==> src/rtl/ecc_acc_pkg.sv <==
package ecc_acc_pkg;
    localparam int REG_AW = 5;
    localparam logic [REG_AW-1:0] OFS_LP_LO = 5'h00;
    localparam logic [REG_AW-1:0] OFS_LP_HI = 5'h04;
    localparam logic [REG_AW-1:0] OFS_CP    = 5'h08;
    localparam logic [REG_AW-1:0] OFS_CNT   = 5'h0C;
    localparam logic [REG_AW-1:0] OFS_CLR   = 5'h10;
endpackage

==> src/rtl/ecc_byte_cnt.sv <==
module ecc_byte_cnt #(
    parameter int CNT_W = 8
) (
    input  logic             clk,
    input  logic             rst_n,
    input  logic             clr,
    input  logic             stb,
    output logic [CNT_W-1:0] cnt
);
    always_ff @(posedge clk) begin
        if (!rst_n)   cnt <= '0;
        else if (clr) cnt <= '0;
        else if (stb) cnt <= cnt + 1'b1;
    end

    AST_CNT_STEP: assert property (@(posedge clk) disable iff (!rst_n)
        (stb && !clr) |=> (cnt == CNT_W'($past(cnt) + 1'b1)));
    AST_CNT_HOLD: assert property (@(posedge clk) disable iff (!rst_n)
        (!stb && !clr) |=> $stable(cnt));
endmodule

==> src/rtl/ecc_line_par.sv <==
module ecc_line_par #(
    parameter int AW = 8,
    parameter int DW = 8,
    localparam int LP_W = 2 * AW
) (
    input  logic            clk,
    input  logic            rst_n,
    input  logic            clr,
    input  logic            stb,
    input  logic [AW-1:0]   pos,
    input  logic [DW-1:0]   byte_in,
    output logic [LP_W-1:0] lp
);
    logic            bpar;
    logic [LP_W-1:0] toggle;

    assign bpar = ^byte_in;

    for (genvar k = 0; k < AW; k++) begin : g_pair
        assign toggle[2*k]   = bpar & ~pos[k];
        assign toggle[2*k+1] = bpar &  pos[k];
    end

    always_ff @(posedge clk) begin
        if (!rst_n)   lp <= '0;
        else if (clr) lp <= '0;
        else if (stb) lp <= lp ^ toggle;
    end

    AST_LP_FLIPS: assert property (@(posedge clk) disable iff (!rst_n)
        (stb && !clr) |=> ($countones(lp ^ $past(lp)) == ((^$past(byte_in)) ? AW : 0)));
    AST_LP_HOLD: assert property (@(posedge clk) disable iff (!rst_n)
        (!stb && !clr) |=> $stable(lp));
endmodule

==> src/rtl/ecc_col_par.sv <==
module ecc_col_par #(
    parameter int DW = 8,
    localparam int IW = $clog2(DW),
    localparam int CP_W = 2 * IW
) (
    input  logic            clk,
    input  logic            rst_n,
    input  logic            clr,
    input  logic            stb,
    input  logic [DW-1:0]   byte_in,
    output logic [CP_W-1:0] cp
);
    function automatic logic [DW-1:0] sel_mask(input int j);
        logic [DW-1:0] m;
        for (int i = 0; i < DW; i++) m[i] = ((i >> j) & 1) != 0;
        return m;
    endfunction

    logic [CP_W-1:0] toggle;

    for (genvar j = 0; j < IW; j++) begin : g_pair
        localparam logic [DW-1:0] HI_M = sel_mask(j);
        assign toggle[2*j]   = ^(byte_in & ~HI_M);
        assign toggle[2*j+1] = ^(byte_in &  HI_M);
    end

    always_ff @(posedge clk) begin
        if (!rst_n)   cp <= '0;
        else if (clr) cp <= '0;
        else if (stb) cp <= cp ^ toggle;
    end

    AST_CP_HOLD: assert property (@(posedge clk) disable iff (!rst_n)
        (!stb && !clr) |=> $stable(cp));
endmodule

==> src/rtl/ecc_reg_rd.sv <==
module ecc_reg_rd
    import ecc_acc_pkg::*;
(
    input  logic              clk,
    input  logic              rst_n,
    input  logic              rd,
    input  logic [REG_AW-1:0] addr,
    input  logic [15:0]       lp_val,
    input  logic [7:0]        cp_val,
    input  logic [7:0]        cnt_val,
    output logic [7:0]        rdata
);
    logic [7:0] sel;

    always_comb begin
        case (addr)
            OFS_LP_LO: sel = lp_val[7:0];
            OFS_LP_HI: sel = lp_val[15:8];
            OFS_CP:    sel = cp_val;
            OFS_CNT:   sel = cnt_val;
            default:   sel = 8'h00;
        endcase
    end

    always_ff @(posedge clk) begin
        if (!rst_n)   rdata <= 8'h00;
        else if (rd)  rdata <= sel;
    end

    AST_RD_UNMAPPED: assert property (@(posedge clk) disable iff (!rst_n)
        (rd && addr != OFS_LP_LO && addr != OFS_LP_HI && addr != OFS_CP && addr != OFS_CNT)
        |=> (rdata == 8'h00));
    AST_RD_HOLD: assert property (@(posedge clk) disable iff (!rst_n)
        !rd |=> $stable(rdata));
endmodule

==> src/rtl/nand_ecc_acc.sv <==
module nand_ecc_acc
    import ecc_acc_pkg::*;
#(
    parameter int BLK_AW = 8,
    parameter int DW = 8
) (
    input  logic              clk,
    input  logic              rst_n,
    input  logic              reg_wr,
    input  logic              reg_rd,
    input  logic [REG_AW-1:0] reg_addr,
    input  logic              dp_stb,
    input  logic [DW-1:0]     dp_byte,
    output logic [7:0]        reg_rdata
);
    localparam int LP_W = 2 * BLK_AW;
    localparam int CP_W = 2 * $clog2(DW);

    logic              clr;
    logic [BLK_AW-1:0] cnt;
    logic [LP_W-1:0]   lp;
    logic [CP_W-1:0]   cp;

    assign clr = reg_wr && (reg_addr == OFS_CLR);

    ecc_byte_cnt #(.CNT_W(BLK_AW)) u_cnt (
        .clk(clk), .rst_n(rst_n), .clr(clr), .stb(dp_stb), .cnt(cnt)
    );

    ecc_line_par #(.AW(BLK_AW), .DW(DW)) u_line (
        .clk(clk), .rst_n(rst_n), .clr(clr), .stb(dp_stb),
        .pos(cnt), .byte_in(dp_byte), .lp(lp)
    );

    ecc_col_par #(.DW(DW)) u_col (
        .clk(clk), .rst_n(rst_n), .clr(clr), .stb(dp_stb),
        .byte_in(dp_byte), .cp(cp)
    );

    ecc_reg_rd u_rd (
        .clk(clk), .rst_n(rst_n), .rd(reg_rd), .addr(reg_addr),
        .lp_val(16'(lp)), .cp_val(8'(cp)), .cnt_val(8'(cnt)), .rdata(reg_rdata)
    );

    AST_CLR_ALL: assert property (@(posedge clk) disable iff (!rst_n)
        clr |=> (cnt == '0 && lp == '0 && cp == '0));
    AST_CLR_WINS: assert property (@(posedge clk) disable iff (!rst_n)
        (clr && dp_stb) |=> (cnt == '0));
    AST_PAR_AGREE: assert property (@(posedge clk) disable iff (!rst_n)
        ((lp[1] ^ lp[0]) == (cp[1] ^ cp[0])) &&
        ((lp[LP_W-1] ^ lp[LP_W-2]) == (cp[CP_W-1] ^ cp[CP_W-2])));
endmodule

==> config.mk <==
export PLATFORM = sky130hd
export DESIGN_NAME = nand_ecc_acc
export DESIGN_NICKNAME = d
export VERILOG_FILES = /design/src/rtl/ecc_acc_pkg.sv /design/src/rtl/ecc_byte_cnt.sv /design/src/rtl/ecc_line_par.sv /design/src/rtl/ecc_col_par.sv /design/src/rtl/ecc_reg_rd.sv /design/src/rtl/nand_ecc_acc.sv
export SDC_FILE = /design/constraint.sdc
export NUM_CORES = 1
export LEC_CHECK = 0
export BUFFER_PORTS_ARGS = -buffer_cell sky130_fd_sc_hd__buf_2
export CORE_MARGIN = 8
export CORE_UTILIZATION = 30
export CTS_CLUSTER_SIZE = 14
export DETAILED_ROUTE_END_ITERATION = 6
export HOLD_SLACK_MARGIN = 0.05
export MAX_ROUTING_LAYER = met4
export PLACE_DENSITY_LB_ADDON = 0.1
export SLEW_MARGIN = 5
export SYNTH_ARGS = -nofsm -noshare
export SYNTH_HDL_FRONTEND = slang
export SYNTH_HIERARCHICAL = 1
export SYNTH_SLANG_ARGS = --single-unit
==> constraint.sdc <==
create_clock -name clk -period 2.1 [get_ports clk]
set_input_delay 0.42 -clock clk [delete_from_list [all_inputs] [get_ports clk]]
set_output_delay 0.42 -clock clk [all_outputs]
set_load 0.02 [all_outputs]
* After elaboration in Yosys (flattened, before gate mapping) *
Index checks and enable logic that the tools add are counted.

word-level totals
  logic and storage cells = 47
  output and inout port bits = 8
  flip-flop bits (word level) = 38

operators by class
  bitwise logic cells = 27
  reduce and logical (&&, ||, !) cells = 10
  eq/ne operators = 4
  multiplexer cells = 1
  add/sub/neg operators = 1

operators by type and width
  cell                                                 count
  XOR reduction 8 bit                                  7
  case mux 8 bit (4 select lines)                      1
  bitwise AND 1 bit                                    16
  XOR 16 bit                                           1
  equality test 5 x 4 -> 1 bit, second input constant  2
  NOT 1 bit                                            9
  adder 8 x 1 -> 8 bit, second input constant          1
  XOR 6 bit                                            1
  equality test 5 x 3 -> 1 bit, second input constant  1
  equality test 5 bit, second input constant           1
  zero test 5 bit                                      1
  OR reduction 2 bit                                   1
  logical AND 1 bit                                    1

* Longest topological paths before layout *
  word-level depth = 3
  mapped depth = 7

* By module *
Netlist, hierarchy kept.

by module, submodules not included
  module        instances  cells each  sequential area each (um2)  area an instance (um2)
  ecc_line_par  1          89          320.3                       793.3
  ecc_reg_rd    1          50          160.2                       510.5
  ecc_col_par   1          47          120.1                       417.9
  ecc_byte_cnt  1          38          160.2                       339.1
  nand_ecc_acc  1          3           0.0                         25.0

* Least setup slack after synthesis *
Ideal clock, no wire load.

  path kind = input to register
  start = input reg_addr[2]
  end = register u_line.lp[0]
  cell stages on the path = 6
  arrival = 1.446 ns
  path buffers = 1
  slack = 0.553 ns
  data required time = 1.999 ns
  setup time = 0.101 ns
  cell sequence = nand4bb_1 > nor3_2 > nor2b_1 > clkbuf_1 > nand2b_1 > o41ai_1

between the ends
  word-level cells in the longest chain between the ends = 3

RTL lines
  element                       line                text
  start, declared               nand_ecc_acc.sv:11  input logic [REG_AW-1:0] reg_addr,
  equality test 5 bit           nand_ecc_acc.sv:24  assign clr = reg_wr && (reg_addr == OFS_CLR);
  logical AND 1 bit             nand_ecc_acc.sv:24
  via clr                       nand_ecc_acc.sv:19  logic clr;
  OR reduction 2 bit (no line)  --
  end signal, assigned          ecc_line_par.sv:27  else if (stb) lp <= lp ^ toggle;
  end, declared                 ecc_line_par.sv:12  output logic [LP_W-1:0] lp

The timed path passes the listed nets, and every way through them passes these cells.
A chain may end at the register's enable or synchronous reset.

* Worst setup path in the final report *
  start = input reg_addr[4]
  end = register u_line.lp[12]

The elaborated chain is that of the path after synthesis.

==> flow_summary.toml <==
[power_and_ir_drop]
p_int_w = 0.00146
p_seq_share_pct = 41.4
vdd_drop_max_v = 0.000341
p_total_w = 0.00200
switching_power_w = 0.000536
comb_power_share_pct = 19.4
p_leak_nw = 0.925
power.share.clock_pct = 39.3
p_sw_share_pct = 26.8
power_density_nw_per_um2 = 821

[die]
dieArea_um2 = 9880
fp.dieW_um = 99.4
num_rows = 30
coreArea_um2 = 6760
start_util_pct = 30.9
die_y_um = 99.4
io_pins = 26

[clock_network]
clkTransAtPathRegs_ns = 0.08
cts_tree = "built"
cts_resized = 0
cts_root_buffer = "clkbuf_8"
cts_buffers = 5
clock_path_buffers = 2
post-cts-setup-buffers = 0
clock_latency_ns = 0.29
htree_levels = 2
holdBufCountCts = 0
clock-sinks = 38

[synthesis]
synth_edf_count = 0
yosys_warnings = 6
yosysMostFrequentCell = "dfxtp_1"
synth_common_cells = "38 x dfxtp_1, 19 x nand2_1, 17 x mux2i_1"
ys_seq_area_share_pct = 36.5
synthFlopType = "dfxtp_1"
synth_area_leaders = "dfxtp_1 36%, mux2i_1 8.2%, xnor2_1 5.9%"
yosysTopAreaCellShare_pct = 36.5
yosysTopAreaCell = "dfxtp_1"
synth_cell_types = 35
async_flop_share_pct = 0
synth-seq-cells = 38
avgSynthCellArea_um2 = 9.19
synth_cells = 227
synth_area_um2 = 2090

[grt]
grt_pass1_vias = 1554
grt_pass1_wl_um = 8110
grtUsageTotal_pct = 10.7
grt_overflow = 0
grt_max_degree = 28
grt_antenna_before_repair = 0

[timing]
worst_slew_pin_slew_ns = 1.05
hold_ws_ns = 0.479
tns_ns = 0
min_period_ns = 1.74
hold_viol_final = 0
setup_viol = 0
drv_slew = 0
period_share_pct = 82.9
rsz0062_at_grt = "false"
max_slew_margin_pct = 29.6
fmax_ghz = 0.574
finalClockSkew_ns = 0.00514

[worst_setup_path]
critPathRequiredTime_ns = 2.29
r2r_setup_slack_ns = 0.58
crit_arrival_ns = 1.93
crit_path_max_incr_delay_ns = 0.81
r2r-start = "u_cnt/cnt[1]"
path_class = "primary input to flip-flop"
critPathLaunchType = "primary input"
cp-end-kind = "flip-flop"
slowest_stage = "nor2b_1"
reg2reg_depth = 4
reg2reg_to = "u_cnt/cnt[6]"
cp_max_fo = 17
crit_chain = "buf_2 > nand4bb_1 > nor3_2 > nor2b_1 > o311ai_0 > o41ai_1"

[routing]
initialDrtViolationCount = 82
drt_wl_total_um = 5140
first_pass_iters = 4
viasPerCell = 5.23
drc = 0
num_vias = 1730
detail_route.wl_per_cell_um = 15.5
antenna_left = 0

[worst_hold_path]
hold_class = "flip-flop to flip-flop"
holdPathEnd = "u_rd/rdata[3]"
hold_depth = 1
hold_path.startpoint = "u_rd/rdata[3]"

[layout]
diodes = 0
drive_above_1_share_pct = 20.3
final_nets = 269
nFillCells = 696
final_core_util_pct = 36.0
syn_to_final_growth_pct = 16.6
final_area_um2 = 2430

[run]
timing.max_cap.violations = 0

[place]
place_congestion = 0.691
detailed_place.area_um2 = 2290
hpwl_um = 3820
portBuffers = 25

[status]
status = "finished clean"
[power by group through the flow]
stage / Sequential, W / Clock (W) / Combinational (W)
floorplan: 0.000827 / 0 / 0.000297
global placement: 0.000844 / 0 / 0.000386
detailed placement: 0.000845 / 0 / 0.000389
CTS: 0.000827 / 0.000799 / 0.000391
global route: 0.000835 / 0.000833 / 0.000424
finish: 0.000826 / 0.000784 / 0.000387
[cell usage in the layout (no fill, tap or decap), types with 2 or more instances in the layout]
master,Yosys,routed
a21oi_1,16,16
a22o_1,8,8
a31o_2,5,5
buf_2,6,25
buf_4,1,4
bufinv_16,0,2
clkbuf_8,0,6
conb_1,1,2
dfxtp_1,38,38
mux2i_1,17,17
nand2_1,19,19
nand2b_1,11,11
nand4_1,4,4
nor2_1,11,11
nor2b_1,3,3
o21ai_0,10,10
o22ai_1,7,7
o311ai_0,8,8
o41ai_1,8,8
or3_1,10,10
or4_1,2,2
xnor2_1,14,13
xnor2_2,3,4
xor2_1,7,7
[worst max-delay path, delay by kind of cell]
family / cells / cell delay, ns
AO/OA/AOI/OAI: 2 / 0.40
buffers and inverters: 1 / 0.12
AND/OR/NAND/NOR: 3 / 0.99
[cell type report]
class	instances	area [um2]	area share [%]
clock buffer	6	82.6	3.40
sequential	38	761	31.3
multi-input combinational	174	1250	51.4
inverter	1	3.75	0.154
clock inverter	2	60.1	2.47
timing repair buffer	30	175	7.20
tap	80	100	4.12
[stage by stage]
step | cells | setup WS (ns)
6_report | 331 | 0.359
5_1_grt | 331 | 0.218
4_1_cts | 331 | 0.368
3_5_place_dp | 323 | 0.0435
2_1_floorplan | 228 | 0.553
3_3_place_gp | 323 | 0.106
[worst max path at each step]
stage | slack (ns) | cells past startpoint | end | from
after floorplan | 0.55 | 6 | u_line/lp[0] | reg_addr[2]
after global placement | 0.11 | 6 | u_line/lp[10] | reg_addr[4]
after detailed placement | 0.04 | 6 | u_line/lp[6] | reg_addr[4]
after CTS | 0.37 | 6 | u_line/lp[12] | reg_addr[4]
after global routing | 0.22 | 6 | u_line/lp[10] | reg_addr[4]
final | 0.36 | 6 | u_line/lp[12] | reg_addr[4]
[layer usage]
layer / vias up / routed length, um / part of all wire (%) / global-route usage, %
met5: - / 0 / 0 / -
met4: 0 / 38 / 0.74 / 3.49
met3: 2 / 212 / 4.1 / 2.93
met2: 25 / 2140 / 42 / 15.1
met1: 813 / 2750 / 54 / 14.3
li1: 890 / - / - / -
[flip-flops by register name, summed over array words and instances (netlist names)]
name / flops
u_line/lp: 16
u_rd/rdata: 8
u_cnt/cnt: 8
u_col/cp: 6
[cell families after synthesis]
group	Yosys count	share of synthesized area [%]
AOI/OAI and AO/OA	65	21.9
and+or+nand+nor	64	16.6
DFF	38	36.5
xor gates and xnor gates	25	11.9
muxes	17	8.16
buffers and inverters	16	4.14
adders and majority gates	1	0.600
other	1	0.180
No activity file was read; power rests on OpenSTA's default activity.
